### src/rtl/wcs_pkg.sv
package wcs_pkg;
  localparam int unsigned MODE_W = 3;

  typedef enum logic [MODE_W-1:0] {
    LP_NONE  = 3'd0,
    LP_IDLE  = 3'd1,
    LP_DIDLE = 3'd2,
    LP_STOP  = 3'd3,
    LP_DSTOP = 3'd4,
    LP_SLEEP = 3'd5
  } lp_mode_e;

  typedef enum logic [1:0] {
    ST_RUN,
    ST_PREP,
    ST_LP,
    ST_LOCK
  } seq_state_e;

  function automatic logic mode_known(input logic [MODE_W-1:0] m);
    return (m >= 3'd1) && (m <= 3'd5);
  endfunction

  // Modes whose entry must power the converter down first.
  function automatic logic mode_needs_pd(input logic [MODE_W-1:0] m, input logic top_on);
    return (m == LP_DIDLE && !top_on) || (m == LP_STOP) || (m == LP_DSTOP) || (m == LP_SLEEP);
  endfunction

  // Modes that leave the system on the reference clock around wake-up.
  function automatic logic mode_forces_ref(input logic [MODE_W-1:0] m);
    return (m == LP_STOP) || (m == LP_DSTOP) || (m == LP_SLEEP);
  endfunction
endpackage

### src/rtl/wcs_wake_merge.sv
module wcs_wake_merge #(
  parameter int unsigned N_SRC = 3
) (
  input  logic [N_SRC-1:0] src,
  output logic             any_wake
);
  logic [N_SRC:0] chain;
  assign chain[0] = 1'b0;
  for (genvar i = 0; i < N_SRC; i++) begin : g_or
    assign chain[i+1] = chain[i] | src[i];
  end
  assign any_wake = chain[N_SRC];
endmodule

### src/rtl/wcs_lock_timer.sv
module wcs_lock_timer #(
  parameter int unsigned CNT_W = 16
) (
  input  logic             clk,
  input  logic             rst_n,
  input  logic             load,
  input  logic [CNT_W-1:0] limit,
  output logic             expired
);
  logic [CNT_W-1:0] cnt_q;
  logic             run_q;

  always_ff @(posedge clk or negedge rst_n) begin
    if (!rst_n) begin
      cnt_q <= '0;
      run_q <= 1'b0;
    end else if (load) begin
      cnt_q <= limit;
      run_q <= 1'b1;
    end else if (run_q) begin
      if (cnt_q == '0) run_q <= 1'b0;
      else             cnt_q <= cnt_q - 1'b1;
    end
  end

  assign expired = run_q && (cnt_q == '0);

  // counting proceeds one step per cycle and stops after expiry
  a_r2_count_step: assert property (@(posedge clk) disable iff (!rst_n)
    (run_q && cnt_q != '0 && !load) |=> (run_q && cnt_q == $past(cnt_q) - 1'b1));
  a_r2_stop_after_expiry: assert property (@(posedge clk) disable iff (!rst_n)
    (expired && !load) |=> !run_q);
endmodule

### src/rtl/wcs_conv_gate.sv
module wcs_conv_gate (
  input  logic run_state,
  input  logic deep_mode,
  input  logic conv_run_sw,
  output logic conv_pd
);
  // Forced power-down for the whole deep sequence, software bit otherwise.
  assign conv_pd = (!run_state && deep_mode) || !conv_run_sw;
endmodule

### src/rtl/wcs_mode_fsm.sv
module wcs_mode_fsm
  import wcs_pkg::*;
(
  input  logic              clk,
  input  logic              rst_n,
  input  logic              enter_valid,
  input  logic [MODE_W-1:0] enter_mode,
  input  logic              enter_top_on,
  input  logic              pll_boot,
  input  logic              wake,
  input  logic              lock_expired,
  output logic              enter_ready,
  output logic              timer_load,
  output logic              run_state,
  output logic              deep_mode,
  output logic              pll_en,
  output logic              clk_sel,
  output logic              lock_done,
  output logic [MODE_W-1:0] last_mode
);
  seq_state_e        state_q;
  lp_mode_e          mode_q;
  logic              deep_q, pll_q, sel_q, done_q;
  logic [MODE_W-1:0] last_q;
  logic              enter_fire, boot_fire, wake_lock;

  assign enter_ready = (state_q == ST_RUN);
  assign enter_fire  = enter_valid && enter_ready;
  assign boot_fire   = (state_q == ST_RUN) && !enter_valid && pll_boot && !pll_q;
  assign wake_lock   = (state_q == ST_LP) && wake && (mode_q != LP_IDLE) && (mode_q != LP_SLEEP);
  assign timer_load  = boot_fire || wake_lock;

  always_ff @(posedge clk or negedge rst_n) begin
    if (!rst_n) begin
      state_q <= ST_RUN;
      mode_q  <= LP_NONE;
      deep_q  <= 1'b0;
      pll_q   <= 1'b0;
      sel_q   <= 1'b0;
      done_q  <= 1'b0;
      last_q  <= '0;
    end else begin
      case (state_q)
        ST_RUN: begin
          if (enter_fire) begin
            if (mode_known(enter_mode)) begin
              mode_q <= lp_mode_e'(enter_mode);
              deep_q <= mode_needs_pd(enter_mode, enter_top_on);
              if (mode_needs_pd(enter_mode, enter_top_on)) begin
                state_q <= ST_PREP;
                if (mode_forces_ref(enter_mode)) sel_q <= 1'b0;
              end else begin
                state_q <= ST_LP;
                if (enter_mode != LP_IDLE) begin
                  pll_q  <= 1'b0;
                  done_q <= 1'b0;
                end
              end
            end
          end else if (boot_fire) begin
            state_q <= ST_LOCK;
            pll_q   <= 1'b1;
            sel_q   <= 1'b0;
            mode_q  <= LP_NONE;
            deep_q  <= 1'b0;
          end
        end
        ST_PREP: begin
          state_q <= ST_LP;
          pll_q   <= 1'b0;
          done_q  <= 1'b0;
        end
        ST_LP: begin
          if (wake) begin
            last_q <= mode_q;
            if (mode_q == LP_IDLE) begin
              state_q <= ST_RUN;
              mode_q  <= LP_NONE;
              deep_q  <= 1'b0;
            end else if (mode_q == LP_SLEEP) begin
              state_q <= ST_RUN;
              mode_q  <= LP_NONE;
              deep_q  <= 1'b0;
              pll_q   <= 1'b0;
              sel_q   <= 1'b0;
              done_q  <= 1'b0;
            end else begin
              state_q <= ST_LOCK;
              pll_q   <= 1'b1;
            end
          end
        end
        ST_LOCK: begin
          if (lock_expired) begin
            state_q <= ST_RUN;
            sel_q   <= 1'b1;
            done_q  <= 1'b1;
            mode_q  <= LP_NONE;
            deep_q  <= 1'b0;
          end
        end
        default: state_q <= ST_RUN;
      endcase
    end
  end

  assign run_state = (state_q == ST_RUN);
  assign deep_mode = deep_q;
  assign pll_en    = pll_q;
  assign clk_sel   = sel_q;
  assign lock_done = done_q;
  assign last_mode = last_q;

  // the mux select only rises together with lock completion
  a_r12_sel_rise_with_lock: assert property (@(posedge clk) disable iff (!rst_n)
    $rose(sel_q) |-> $rose(done_q));
  // no fall of the select once a wake sequence is under way
  a_r12_no_sel_fall_in_wake: assert property (@(posedge clk) disable iff (!rst_n)
    (state_q == ST_LP || state_q == ST_LOCK) |=> !$fell(sel_q));
  // lock status implies a running PLL
  a_r2_done_needs_pll: assert property (@(posedge clk) disable iff (!rst_n)
    done_q |-> pll_q);
  // wake pulses in the running state change nothing
  a_r10_run_wake_ignored: assert property (@(posedge clk) disable iff (!rst_n)
    (state_q == ST_RUN && !enter_valid && !pll_boot) |=>
      ($stable(pll_q) && $stable(sel_q) && state_q == ST_RUN));
  // IDLE keeps the PLL untouched
  a_r6_idle_keeps_pll: assert property (@(posedge clk) disable iff (!rst_n)
    (state_q == ST_LP && mode_q == LP_IDLE) |=> $stable(pll_q));
endmodule

### src/rtl/wake_clk_seq.sv
module wake_clk_seq
  import wcs_pkg::*;
#(
  parameter int unsigned LOCK_W = 16
) (
  input  logic              clk,
  input  logic              rst_n,
  input  logic              enter_valid,
  output logic              enter_ready,
  input  logic [2:0]        enter_mode,
  input  logic              enter_top_on,
  input  logic              conv_run_sw,
  input  logic              pll_boot,
  input  logic              wake_ext_irq,
  input  logic              wake_alarm,
  input  logic              wake_misc,
  input  logic [LOCK_W-1:0] lock_cycles,
  output logic              pll_en,
  output logic              clk_sel,
  output logic              conv_pd,
  output logic              lock_done,
  output logic [2:0]        last_mode
);
  localparam int unsigned N_WAKE = 3;

  logic any_wake, lock_expired, timer_load, run_state, deep_mode;

  wcs_wake_merge #(.N_SRC(N_WAKE)) u_wake (
    .src      ({wake_misc, wake_alarm, wake_ext_irq}),
    .any_wake (any_wake)
  );

  wcs_lock_timer #(.CNT_W(LOCK_W)) u_timer (
    .clk     (clk),
    .rst_n   (rst_n),
    .load    (timer_load),
    .limit   (lock_cycles),
    .expired (lock_expired)
  );

  wcs_mode_fsm u_fsm (
    .clk          (clk),
    .rst_n        (rst_n),
    .enter_valid  (enter_valid),
    .enter_mode   (enter_mode),
    .enter_top_on (enter_top_on),
    .pll_boot     (pll_boot),
    .wake         (any_wake),
    .lock_expired (lock_expired),
    .enter_ready  (enter_ready),
    .timer_load   (timer_load),
    .run_state    (run_state),
    .deep_mode    (deep_mode),
    .pll_en       (pll_en),
    .clk_sel      (clk_sel),
    .lock_done    (lock_done),
    .last_mode    (last_mode)
  );

  wcs_conv_gate u_conv (
    .run_state   (run_state),
    .deep_mode   (deep_mode),
    .conv_run_sw (conv_run_sw),
    .conv_pd     (conv_pd)
  );

  // a deep-mode PLL shutdown is preceded by a converter power-down cycle
  a_r4_pd_before_pll_off: assert property (@(posedge clk) disable iff (!rst_n)
    (deep_mode && $fell(pll_en)) |-> $past(conv_pd));
  // outside deep sequences the converter follows the software bit
  a_r5_pd_follows_sw: assert property (@(posedge clk) disable iff (!rst_n)
    (!deep_mode) |-> (conv_pd == !conv_run_sw));
endmodule

### config.mk
export PLATFORM = sky130hd
export DESIGN_NAME = wake_clk_seq
export DESIGN_NICKNAME = d
export VERILOG_FILES = /design/src/rtl/wcs_pkg.sv /design/src/rtl/wcs_wake_merge.sv /design/src/rtl/wcs_lock_timer.sv /design/src/rtl/wcs_conv_gate.sv /design/src/rtl/wcs_mode_fsm.sv /design/src/rtl/wake_clk_seq.sv
export SDC_FILE = /design/constraint.sdc
export NUM_CORES = 1
export LEC_CHECK = 0
export ABC_AREA = 1
export BUFFER_PORTS_ARGS = -buffer_cell sky130_fd_sc_hd__buf_2
export CAP_MARGIN = 20
export CORE_MARGIN = 10
export CORE_UTILIZATION = 45
export CTS_BUF_LIST = sky130_fd_sc_hd__clkbuf_8
export DETAILED_ROUTE_END_ITERATION = 7
export PLACE_DENSITY = 0.66
export SLEW_MARGIN = 5
export SYNTH_ARGS = -nofsm -noshare
export SYNTH_HDL_FRONTEND = slang
export SYNTH_SLANG_ARGS = --single-unit
export TNS_END_PERCENT = 1
### constraint.sdc
create_clock -name clk -period 2.4 [get_ports clk]
set_input_delay 0.12 -clock clk [delete_from_list [all_inputs] [get_ports clk]]
set_output_delay 0.12 -clock clk [all_outputs]
set_load 0.01 [all_outputs]
==> results of run 1 <==
-- worst min-delay path by stage --
stage / start / end / slack (ns) / cells after the start
floorplan: rst_n / u_fsm.clk_sel$_DFFE_PN0P_ / -0.18 / 0
global placement: rst_n / u_timer.cnt_q[10]$_DFFE_PN0P_ / 0.20 / 1
detailed placement: rst_n / u_timer.cnt_q[12]$_DFFE_PN0P_ / 0.20 / 1
CTS: lock_cycles[5] / u_timer.cnt_q[5]$_DFFE_PN0P_ / 0.12 / 3
global route: lock_cycles[5] / u_timer.cnt_q[5]$_DFFE_PN0P_ / 0.14 / 3
finish: lock_cycles[5] / u_timer.cnt_q[5]$_DFFE_PN0P_ / 0.13 / 3
-- what timing repair did --
| action | in CTS | in global routing |
|---|---|---|
| buffers inserted | 0 | 0 |
| hold buffers | 1 | 0 |
| hold endpoints to repair | 29 | 0 |
-- per-layer routing --
metal / vias to the layer above / wire length [um] / GRT usage, %
met3: 9 / 287 / 3.62
met4: 0 / 93 / 4.96
met2: 46 / 2450 / 20.5
li1: 1123 / - / -
met1: 925 / 2540 / 16.8
met5: - / 0 / 0
-- synthesized netlist by cell type (all sizes together), types with 3 or more instances --
cell type | number | share of area [%]
nand3 | 49 | 13
nand2 | 119 | 22
o21ai | 18 | 4.9
ha | 7 | 3.8
nand4 | 7 | 1.9
nor2 | 42 | 8.2
buf | 5 | 2.6
dfrtp | 29 | 32
xor2 | 3 | 1.1
inv | 52 | 8.7
-- kinds of logic after synthesis --
| logic type | count (synthesis) |
|---|---|
| and+or+nand+nor | 219 |
| buffers and inverters | 58 |
| DFF | 29 |
| AOI/OAI and AO/OA | 20 |
| adders and majority gates | 7 |
| xor gates and xnor gates | 3 |
| muxes | 1 |
-- area by class of cell --
type	count	area [um2]	share of cell area (%)
Tap cell	67	83.8	3.23
Timing Repair Buffer	36	185	7.14
Clock buffer	7	96.3	3.71
Inverter	52	200	7.71
Multi-Input combinational cell	250	1300	50.0
Clock inverter	1	5.00	0.193
Sequential cell	29	726	28.0
-- registers in the layout, indices dropped and copies added, names as in the netlist --
signal	flops
u_fsm.lock_done	1
u_fsm.pll_en	1
u_fsm.deep_mode	1
u_fsm.last_mode	3
u_fsm.clk_sel	1
u_fsm.state_q	2
u_fsm.mode_q	3
u_timer.cnt_q	16
u_timer.run_q	1
-- power breakdown --
group,switching [uW],internal [uW],leakage (uW)
Clock,198,259,0.0000542
Sequential,217,723,0.000349
Combinational,1130,633,0.00103
-- through the flow --
step | power [uW] | hold WS, ns | cells | setup slack (ns) | utilization (%)
finish | 3160 | 0.133 | 442 | 0.415 | 53.9
global route | 3510 | 0.137 | 442 | 0.219 | 53.9
CTS | 3200 | 0.122 | 442 | 0.413 | 53.9
detailed placement | 2710 | 0.204 | 433 | 0.423 | 51.6
global placement | 2700 | 0.204 | 433 | 0.482 | 51.6
floorplan | 2350 | -0.176 | 337 | 0.712 | -
-- tightest hold or removal path, stage by stage --
cell	delay [ns]
buf_2	0.08
nor2_1	0.03
o21ai_0	0.14
==> metrics, run 1 <==
status=finished clean; drt total wl=roughly 5.4 mm; CP startpoint=u_fsm.state_q[0]$_DFFE_PN0P_; CP delay by family, top=simple AND/OR/NAND/NOR gates; EDFF count, synth=0; critical path's slowest cell=dfrtp_1; final setup TNS=0 ns; Crit Path Max Fanout=26; RSZ-0062 raised after global routing=no; Worst path max stage delay=between 0.4 and 0.5 ns; post-synthesis register bit count=29; detailed placer's ending HPWL=just over 4 mm; Port-buffer cells=35; Clock Tree Buf Depth=2; Syn-to-layout area delta=13.4%; worst-margin pin slew=0.681 ns; later-pin clock latency in the skew report=0.28 ns; RR Endpoint=u_timer.cnt_q[10]$_DFFE_PN0P_; Site Rows=25; leakage power=0.00144 uW; number of max-cap violations=0; Post-Layout Inst Area=between 2000 and 3000 um2; chip width=91.3 um; endpoints failing hold=0; global-route wire length before repair=~9 mm; Async S/R FF share, synth=100%; WP buf/inv=4; multiplexer share of the synthesized area=less than 1%; Reg clk slew, reported paths=0.07 ns; Initial DRT Pass Iterations=4; syn_area_per_cell=6.79 um2; adder-cell share of the synthesized area=approximately 3.8%; Slew Limit Headroom=~55%; commonest non-fill, non-tap cells in the layout=nand2_1, inv_1, nand3_1, buf_2, nor2_1; antenna-violating nets left=0; most common cell after layout, fill and taps aside=nand2_1; Worst setup EP type=flop; critical path endpoint=u_timer.cnt_q[10]$_DFFE_PN0P_; Vias=~2100; post-CTS sizing=0; XOR/XNOR Fraction of Synth Area=1.15%; crit path launch type=flop; FMAX=around 500 MHz; TritonCTS clock tree=built; sequential fraction of the synthesis area=a little under a third; Mapped Area=~2300 um2; number of global-route vias before repair=slightly above 2000; DRT iter0 DRCs=approximately 130; Synth Area in Simple Gates=45.7%; syn nets=~370; largest family of logic cells by synthesized area=simple AND/OR/NAND/NOR gates; Fillers=486; initial antenna violation count=0; CP arrival=roughly 2.2 ns; WS Path Type=flop to flop; NumNets Final=a little over 400; crit path time final=1.98 ns; Critical Path Most Common Cell=inv_1; post-DR vias/cell=4.76; # DRC=0; share of cells above drive strength 1=approximately 22%; Initial Util=between 40% and 50%; wire length per cell=12.2 um; Crit Reg-Reg Startpoint=u_fsm.state_q[0]$_DFFE_PN0P_; worst endpoint required time=between 2 and 3 ns; antenna diode count=0; CTS sink count=29; total track usage=around an eighth; ys flop type=dfrtp_1; IO Pins=36; Post-Syn Instances=~340; gpl congestion=0.870; PwrDens=1220 nW/um2; Compound-Gate Fraction of Synth Area=about 5.6%; Num CTS Buffers=5; Root Buffer=clkbuf_8; die area=8340 um2; WP depth=11; Post-DP Area=~2500 um2; Netlist cell types=29; CP Cell Sequence=inv_1 -> ha_1 -> inv_2 -> nor2_4 -> nand3_2 -> nand2_4 -> inv_6 -> nand2_8 -> nand3_1 -> nand2_1 -> inv_1; R2R setup slack=about 0.42 ns; clock skew=~0.0035 ns; Setup Viol. Count Final=0; Ys Warns=0; share of the clock period used by the worst path=between 80% and 90%; Core Area=about 4800 um2; chip height=91.3 um; maximum number of pins on one net before global-route repair=30; min-delay worst type=input port to flop; worst vdd ir=roughly 460 uV; H-tree levels=2; R2R cell count=11; GR Overflow Total=0; Max Slew Vio Count=0
Note: power is estimated with default switching activity, not from simulation.
==> run 2, diff against run 1 <==
Clock period 2.4 ns to 1.98 ns, I/O delays scaled along.
==> metrics, run 2 (same netlist as run 1, synthesis figures left out) <==
share of cells above drive strength 1=22.1%; hold_ws=0.100 ns; CP arrival=1.94 ns; leakage power=between 0.001 and 0.0015 uW; endpoints failing hold=0; antenna diode count=0; global-route wire length before repair=between 9 and 10 mm; later-pin clock latency in the skew report=0.28 ns; final setup TNS=0 ns; post-DR vias/cell=4.74; CTS sink count=29; Setup Buffers After CTS=0; crit path launch type=flop; min-delay worst type=input port to flop; number of max-cap violations=0; status=finished clean; crit path time final=about 1.8 ns; IO Pins=36; Root Buffer=clkbuf_8; Comb power frac=roughly 58%; R2R cell count=11; Core Area=4820 um2; Syn-to-layout area delta=13.0%; RSZ-0062 raised after global routing=no; # DRC=0; Clock Tree Buf Depth=2; Initial Util=a little under half; hold path depth=3; gpl congestion=roughly 0.84; wire length per cell=12.3 um; Switch Pwr=1890 uW; WS Path Type=flop to flop; Setup WS pre-CTS=~0.15 ns; antenna-violating nets left=0; Reg with most FFs=u_timer.cnt_q; RR Endpoint=u_timer.cnt_q[10]$_DFFE_PN0P_; Crit Path Max Fanout=26; setup ws final=0.221 ns; R2R setup slack=0.22 ns; Setup Viol. Count Final=0; H-tree levels=2; TritonCTS clock tree=built; share of the clock period used by the worst path=88.8%; clock skew=between 0.003 and 0.004 ns; area of the multi-input gates=1300 um2; FMAX=roughly 570 MHz; chip width=91.3 um; maximum number of pins on one net before global-route repair=30; PwrDens=between 1000 and 1500 nW/um2; worst vdd ir=a little over 700 uV; die area=between 8000 and 9000 um2; Max Slew Vio Count=0; Vias=2102; Fillers=524; initial antenna violation count=0; Reg area=between 700 and 800 um2; Worst setup EP type=flop; GR Overflow Total=0; chip height=between 90 and 100 um; number of global-route vias before repair=around 2100; Initial DRT Pass Iterations=4; NumNets Final=between 400 and 500; DRT iter0 DRCs=150; CP Cell Sequence=inv_1 -> ha_2 -> inv_2 -> nor2_4 -> nand3_2 -> nand2_4 -> inv_6 -> nand2_8 -> nand3_1 -> nand2_1 -> inv_1; total track usage=13.6%; Worst path max stage delay=about 0.41 ns; commonest non-fill, non-tap cells in the layout=nand2_1, inv_1, nand3_1, buf_2, nor2_1; detailed placer's ending HPWL=4.15 mm; worst-margin pin slew=0.683 ns; Largest register FFs=16; Slew Limit Headroom=54.4%; worst endpoint required time=~2.2 ns; most common cell after layout, fill and taps aside=nand2_1; Site Rows=25; switching fraction of total power=between 40 and 50%; Crit Reg-Reg Startpoint=u_fsm.state_q[1]$_DFFE_PN0P_; Critical Path Most Common Cell=inv_1; Worst Hold Endpoint=u_timer.cnt_q[5]$_DFFE_PN0P_; CP delay by family, top=simple AND/OR/NAND/NOR gates; Num CTS Buffers=5; Port-buffer cells=35; Hold Startpoint=lock_cycles[5]; Int Pwr=1900 uW; drt total wl=about 5.5 mm; WP buf/inv=4; Clk pwr share=around an eighth; Reg clk slew, reported paths=about 0.060 ns; part of the power in registers=30.2%; critical path's slowest cell=dfrtp_1
run 2: metrics by stage:
stage / cell area, um2 / power, uW / utilization (%) / instances
finish: 2590 / 3790 / 53.7 / 443
global route: 2590 / 4220 / 53.7 / 443
CTS: 2580 / 3810 / 53.6 / 443
detailed placement: 2490 / 3330 / 51.7 / 434
global placement: 2490 / 3290 / 51.7 / 434
floorplan: 2290 / 2840 / - / 337
run 2: layout make-up:
cell class / count / area share [%]
clock inverters: 3 / 0.435
well taps: 67 / 3.24
inverters: 52 / 7.74
clock buffers: 5 / 2.66
multi-input cells: 250 / 50.4
repair buffers: 37 / 7.45
flip-flops and latches: 29 / 28.1
run 2: power by group through the flow:
stage | registers [uW] | clock network (uW) | logic [uW]
floorplan | 1100 | 0 | 1740
global placement | 1140 | 0 | 2150
detailed placement | 1150 | 0 | 2180
CTS | 1140 | 478 | 2190
global route | 1190 | 508 | 2520
finish | 1140 | 465 | 2180
run 2: how the worst max path moves through the flow:
| stage | cells past startpoint | startpoint | to |
|---|---|---|---|
| after floorplan | 10 | u_fsm.state_q[0]$_DFFE_PN0P_ | u_timer.cnt_q[1]$_DFFE_PN0P_ |
| after global placement | 11 | u_fsm.state_q[0]$_DFFE_PN0P_ | u_timer.cnt_q[10]$_DFFE_PN0P_ |
| after detailed placement | 10 | u_fsm.state_q[1]$_DFFE_PN0P_ | u_timer.cnt_q[5]$_DFFE_PN0P_ |
| after CTS | 10 | u_fsm.state_q[1]$_DFFE_PN0P_ | u_timer.cnt_q[6]$_DFFE_PN0P_ |
| after global routing | 11 | u_fsm.state_q[1]$_DFFE_PN0P_ | u_timer.cnt_q[10]$_DFFE_PN0P_ |
| final | 11 | u_fsm.state_q[1]$_DFFE_PN0P_ | u_timer.cnt_q[10]$_DFFE_PN0P_ |
run 2: per-layer routing:
metal | vias up | GRT usage, % | routed length (um)
met2 | 48 | 21.9 | 2530
met1 | 917 | 16.9 | 2510
met5 | - | 0 | 0
met3 | 10 | 3.87 | 308
met4 | 0 | 5.09 | 104
li1 | 1127 | - | -
run 2: tightest hold or removal path: stages:
cell	delay, ns
buf_2	0.08
nor2_1	0.03
o21ai_0	0.14
run 2: repair_timing:
item / CTS / global route
setup endpoints to repair: 0 / 8
hold endpoints to repair: 29 / 0
hold buffers: 1 / 0
resized for setup: 0 / 2
